[src/rtl/vga_spi_pkg.sv]
package vga_spi_pkg;
  localparam int CMD_W  = 8;
  localparam int DATA_W = 16;
  localparam int ATT_W  = 4;
  localparam int FILT_W = 3;

  typedef enum logic [FILT_W-1:0] {
    FILT_20M  = 3'd0,
    FILT_100M = 3'd1,
    FILT_200M = 3'd2,
    FILT_350M = 3'd3,
    FILT_650M = 3'd4,
    FILT_750M = 3'd5,
    FILT_FULL = 3'd6
  } filt_e;

  // packed MSB first: bit 8 aux_off, bit 7 hi_gain, bits 6:4 filt, bits 3:0 atten
  typedef struct packed {
    logic             aux_off;
    logic             hi_gain;
    filt_e            filt;
    logic [ATT_W-1:0] atten;
  } amp_cfg_t;

  localparam int CFG_W = $bits(amp_cfg_t);
endpackage

[src/rtl/vga_spi_sync.sv]
module vga_spi_sync #(
  parameter int                WIDTH   = 3,
  parameter int                STAGES  = 2,
  parameter logic [WIDTH-1:0]  RST_VAL = '0
) (
  input  logic             clk_i,
  input  logic             rst_ni,
  input  logic [WIDTH-1:0] d_i,
  output logic [WIDTH-1:0] q_o
);
  logic [STAGES-1:0][WIDTH-1:0] stg;

  for (genvar s = 0; s < STAGES; s++) begin : g_stg
    if (s == 0) begin : g_first
      always_ff @(posedge clk_i or negedge rst_ni)
        if (!rst_ni) stg[0] <= RST_VAL;
        else         stg[0] <= d_i;
    end else begin : g_next
      always_ff @(posedge clk_i or negedge rst_ni)
        if (!rst_ni) stg[s] <= RST_VAL;
        else         stg[s] <= stg[s-1];
    end
  end

  assign q_o = stg[STAGES-1];
endmodule

[src/rtl/vga_spi_frame.sv]
module vga_spi_frame
  import vga_spi_pkg::*;
(
  input  logic              clk_i,
  input  logic              rst_ni,
  input  logic              cs_act_i,
  input  logic              sclk_i,
  input  logic              sdi_i,
  input  logic [DATA_W-1:0] rd_word_i,
  output logic              wr_en_o,
  output logic [DATA_W-1:0] wr_word_o,
  output logic              sdo_o,
  output logic              oe_o
);
  localparam int FRAME_W = CMD_W + DATA_W;
  localparam int CNT_W   = $clog2(FRAME_W + 1);
  localparam int IDX_W   = $clog2(DATA_W);
  localparam logic [CNT_W-1:0] CNT_CMD  = CNT_W'(CMD_W);
  localparam logic [CNT_W-1:0] CNT_LAST = CNT_W'(FRAME_W - 1);
  localparam logic [CNT_W-1:0] CNT_DONE = CNT_W'(FRAME_W);

  logic              sclk_q, rd_q;
  logic [CNT_W-1:0]  cnt_q, idx;
  logic [DATA_W-1:0] sh_q;
  logic              rise, fall;

  assign rise = cs_act_i & sclk_i & ~sclk_q;
  assign fall = cs_act_i & ~sclk_i & sclk_q;
  assign idx  = CNT_LAST - cnt_q;

  always_ff @(posedge clk_i or negedge rst_ni) begin
    if (!rst_ni) begin
      sclk_q    <= 1'b0;
      rd_q      <= 1'b0;
      cnt_q     <= '0;
      sh_q      <= '0;
      wr_en_o   <= 1'b0;
      wr_word_o <= '0;
      sdo_o     <= 1'b0;
      oe_o      <= 1'b0;
    end else begin
      sclk_q  <= sclk_i;
      wr_en_o <= 1'b0;
      if (!cs_act_i) begin
        cnt_q <= '0;
        oe_o  <= 1'b0;
      end else begin
        if (rise && cnt_q < CNT_DONE) begin
          cnt_q <= cnt_q + 1'b1;
          if (cnt_q == '0) rd_q <= sdi_i;          // command MSB = read flag
          if (cnt_q >= CNT_CMD) sh_q <= {sh_q[DATA_W-2:0], sdi_i};
          if (cnt_q == CNT_LAST) begin
            oe_o <= 1'b0;
            if (!rd_q) begin
              wr_en_o   <= 1'b1;
              wr_word_o <= {sh_q[DATA_W-2:0], sdi_i};
            end
          end
        end
        if (fall && rd_q && cnt_q >= CNT_CMD && cnt_q < CNT_DONE) begin
          oe_o  <= 1'b1;
          sdo_o <= rd_word_i[idx[IDX_W-1:0]];
        end
      end
    end
  end
endmodule

[src/rtl/vga_spi_regs.sv]
module vga_spi_regs
  import vga_spi_pkg::*;
#(
  parameter int ATT_MAX = 9
) (
  input  logic              clk_i,
  input  logic              rst_ni,
  input  logic              wr_en_i,
  input  logic [DATA_W-1:0] wr_word_i,
  output amp_cfg_t          cfg_o
);
  localparam amp_cfg_t CFG_RST = '{aux_off: 1'b0, hi_gain: 1'b0,
                                   filt: FILT_FULL, atten: '0};
  localparam logic [ATT_W-1:0] ATT_LIM = ATT_W'(ATT_MAX);

  amp_cfg_t nxt;

  always_comb begin
    nxt = amp_cfg_t'(wr_word_i[CFG_W-1:0]);
    if (nxt.atten > ATT_LIM) nxt.atten = ATT_LIM;
    if (&wr_word_i[ATT_W +: FILT_W]) nxt.filt = FILT_FULL;  // unused code
  end

  always_ff @(posedge clk_i or negedge rst_ni)
    if (!rst_ni)      cfg_o <= CFG_RST;
    else if (wr_en_i) cfg_o <= nxt;
endmodule

[src/rtl/vga_spi_ctrl.sv]
module vga_spi_ctrl
  import vga_spi_pkg::*;
#(
  parameter int SYNC_STAGES = 2,
  parameter int ATT_MAX     = 9
) (
  input  logic             clk_i,
  input  logic             rst_ni,
  input  logic             cs_ni,
  input  logic             sclk_i,
  input  logic             sdio_i,
  output logic             sdio_o,
  output logic             sdio_oe_o,
  output logic [FILT_W-1:0] filt_sel_o,
  output logic             aux_off_o,
  output logic             hi_gain_o,
  output logic [ATT_W-1:0] atten_o
);
  logic [2:0]        sync_q;
  logic              wr_en;
  logic [DATA_W-1:0] wr_word;
  amp_cfg_t          cfg;

  vga_spi_sync #(.WIDTH(3), .STAGES(SYNC_STAGES), .RST_VAL(3'b100)) u_sync (
    .clk_i (clk_i),
    .rst_ni(rst_ni),
    .d_i   ({cs_ni, sclk_i, sdio_i}),
    .q_o   (sync_q)
  );

  vga_spi_frame u_frame (
    .clk_i    (clk_i),
    .rst_ni   (rst_ni),
    .cs_act_i (~sync_q[2]),
    .sclk_i   (sync_q[1]),
    .sdi_i    (sync_q[0]),
    .rd_word_i(DATA_W'(cfg)),
    .wr_en_o  (wr_en),
    .wr_word_o(wr_word),
    .sdo_o    (sdio_o),
    .oe_o     (sdio_oe_o)
  );

  vga_spi_regs #(.ATT_MAX(ATT_MAX)) u_regs (
    .clk_i    (clk_i),
    .rst_ni   (rst_ni),
    .wr_en_i  (wr_en),
    .wr_word_i(wr_word),
    .cfg_o    (cfg)
  );

  assign filt_sel_o = cfg.filt;
  assign aux_off_o  = cfg.aux_off;
  assign hi_gain_o  = cfg.hi_gain;
  assign atten_o    = cfg.atten;
endmodule

[config.mk]
export PLATFORM = sky130hd
export DESIGN_NAME = vga_spi_ctrl
export DESIGN_NICKNAME = d
export VERILOG_FILES = /design/src/rtl/vga_spi_pkg.sv /design/src/rtl/vga_spi_sync.sv /design/src/rtl/vga_spi_frame.sv /design/src/rtl/vga_spi_regs.sv /design/src/rtl/vga_spi_ctrl.sv
export SDC_FILE = /design/constraint.sdc
export NUM_CORES = 1
export LEC_CHECK = 0
export CAP_MARGIN = 20
export CORE_MARGIN = 1.5
export CORE_UTILIZATION = 50
export CTS_CLUSTER_SIZE = 20
export DETAILED_ROUTE_END_ITERATION = 8
export DONT_BUFFER_PORTS = 1
export SLEW_MARGIN = 20
export SYNTH_ARGS = -nofsm -noshare
export SYNTH_HDL_FRONTEND = slang
export SYNTH_SLANG_ARGS = --single-unit
export TNS_END_PERCENT = 10
[constraint.sdc]
create_clock -name clk_i -period 5.45 [get_ports clk_i]
set_input_delay 0.2725 -clock clk_i [delete_from_list [all_inputs] [get_ports clk_i]]
set_output_delay 0.2725 -clock clk_i [all_outputs]
set_load 0.02 [all_outputs]
==> out/results.txt <==
WS Path Type - flop to flop
HPWL after detailed placement - 1940 µm
Post-synth top cells - dfrtp_1, mux2_2, mux2_4, nor2_1, inv_1
# diodes - 0
Worst skew pair latency - 350 ps
Multi-input gate area - 658 µm²
Core Box Area - 3360 µm²
Status - finished, final reports clean
Max cap viols - 0
Fin area - 1940 µm²
Count leader, synth - dfrtp_1
Max-slew violation count - 0
Vias in the first global route - 1,077
Yosys top cell by area - dfrtp_1
CTS tree - built
Die Height - 62.6 µm
Synth warn - 0
H-tree Lvls - 2
Pwr/cell area - 282 nW/µm²
Register area share after synthesis - 59.5%
Setup tns final - 0 ps
Total grt overflow - 0
Syn Std Cell Area - 1770 µm²
Synth Register Bits - 42
Slew @ Worst Pin - 664 ps
Cell count after synthesis - 126
CTS Buf Count - 5
Root Driver - clkbuf_4
DR pass1 iterations - 4
# hold bufs at CTS - 5
Top FF cell, synth - dfrtp_1
Period utilization - 34.7%
Peak VDD IR - 0.000167 V
Buffer count from post-CTS setup fixing - 0
Avg Inst Size Synth - 14.1 µm²
RD Place Congestion - 0.850
Setup violations, final - 0
Placed Cells - 167
CP required - 5680 ps
Avg WL per Cell - 15.7 µm
Via count - 984
Startpoint Class - flop
Via-per-instance ratio - 5.47
IO Count - 16
Final WS setup - 3560 ps
Clock transition at the registers of the reported paths - 130 ps
Port bufs - 0
Non-Filler Instances - 180
Bufs on Longest Clock Path - 2
Post-Route WL - 2830 µm
Area delta synth->final - 9.52%
Layout cells sized above 1 - 31.3%
Final core occ - 57.8%
HP Class - input port to asynchronous set/reset pin
Initial antenna violation count - 0
Final Skew - 17.7 ps
Leakage - 0.000932 µW
Dominant cells by area after synthesis - dfrtp_1, mux2_2, mux2_4
First-pass GRT wire length - 5050 µm
Die area - 3920 µm²
Antenna-violating nets left - 0
Clk sink count - 42
Largest net degree at the start of global routing - 43
Post-CTS sizing - 0
Critical path fanouts, max - 10
Reg area - 1060 µm²
Initial Utilization - 52.8%
Synth Net Count - 133
Minimum clock period - 1890 ps
Number of enable flip-flop cells after synthesis - 0
DR DRC count - 0
Worst Path Arrival - 2130 ps
Total Routing Usage GR - 17.0%
Setup Slack @ Placement - 3580 ps
Placement Cell Area - 1800 µm²
Unrepaired setup endpoints after global routing - no
Relative slew margins - 55.5%
Die W - 62.6 µm
Setup crit end kind - flop
Initial drt markers - 70
Ys async rst share - 100%
Final hold vios - 0
Layout Nets - 140
Fillers - 317
Max Fclk - 528 MHz
Synth top area share - 53.6%
Unique masters post-synth - 31
# rows - 21
[through the flow]
step                      power (µW)  hold WS [ps]
final                            547           367
after global placement           340         -22.3
after floorplan                  337         -23.1
after detailed placement         340         -22.3
after CTS                        555           369
after global routing             569           368
[power by group]
| part | internal [µW] | switching (µW) |
|---|---|---|
| clock network | 110 | 94.1 |
| registers | 318 | 6.97 |
| logic | 9.23 | 9.90 |
[layer usage]
metal	global-route usage, %	vias to the layer above	share of wire, %
li1	-	455	-
met1	19.9	504	44
met2	28.4	18	50
met3	5.41	7	4.2
met4	8.33	0	1.9
met5	0	-	0
[critical path, stage by stage, from the launching register on]
cell	delay (ps)
dfrtp_1	510
ha_1	250
nand4b_1	120
or4_4	570
mux2_4	330
[registers in the layout (all words and copies together), names as in the netlist]
register and count:
u_frame.sh_q 8, u_frame.oe_o 1, u_regs.cfg_o 9, u_frame.sclk_q 1, u_frame.cnt_q 5, u_sync.stg 3, u_frame.sdo_o 1, u_frame.rd_q 1
u_sync.q_o 3, u_frame.wr_word_o 9, u_frame.wr_en_o 1
[placed cells by master (no fill, tap or decap), types with 2 or more instances in the layout]
master and count:
a31oi_1 3, clkbuf_4 5, dfrtp_1 38, dfstp_2 4
dlygate4sd3_1 4, ha_1 2, inv_1 7, mux2_2 15
mux2_4 9, mux2i_1 2, nand2_1 2, nand3_1 3
nand3b_1 3, nand4b_1 3, nor2_1 8, o21ai_0 5
xnor2_1 2, xor2_1 2
[final timing paths]
kind,end,slack (ps),cells after the start,startpoint
hold / removal,u_frame.cnt_q[1]$_DFFE_PN0P_,370,2,rst_ni
min in group clk_i,u_sync.q_o[0]$_DFF_PN0_,370,0,u_sync.stg[0]$_DFF_PN0_
hold reg to reg,u_sync.q_o[0]$_DFF_PN0_,370,0,u_sync.stg[0]$_DFF_PN0_
setup reg to reg,u_frame.wr_word_o[5]$_DFFE_PN0P_,3560,4,u_frame.cnt_q[0]$_DFFE_PN0P_
setup / recovery,u_frame.wr_word_o[5]$_DFFE_PN0P_,3560,4,u_frame.cnt_q[0]$_DFFE_PN0P_
max in group asynchronous,u_regs.cfg_o[5]$_DFFE_PN1P_,4810,2,rst_ni
[logic make-up (layout without fill, tap and decap cells)]
logic type               after synthesis  count (layout)  synth area share, %
flip-flops                            42              42                 59.5
AND/OR/NAND/NOR                       29              29                 10.7
multiplexers                          27              27                 19.5
buffers and inverters                 12              20                 3.39
AO/OA/AOI/OAI                         10              10                 3.46
XOR/XNOR                               4               4                 1.97
adder cells (fa/ha/maj)                2               2                 1.41
[final cells by class]
cell class                 instances  share of cell area (%)
multi-input combinational         72                    33.9
timing repair buffer               5                    3.09
clock buffer                       7                    2.83
clock inverter                     1                    1.55
tap                               46                    2.96
inverter                           7                    1.35
sequential                        42                    54.3
Note: power is estimated with default switching activity, not from simulation.
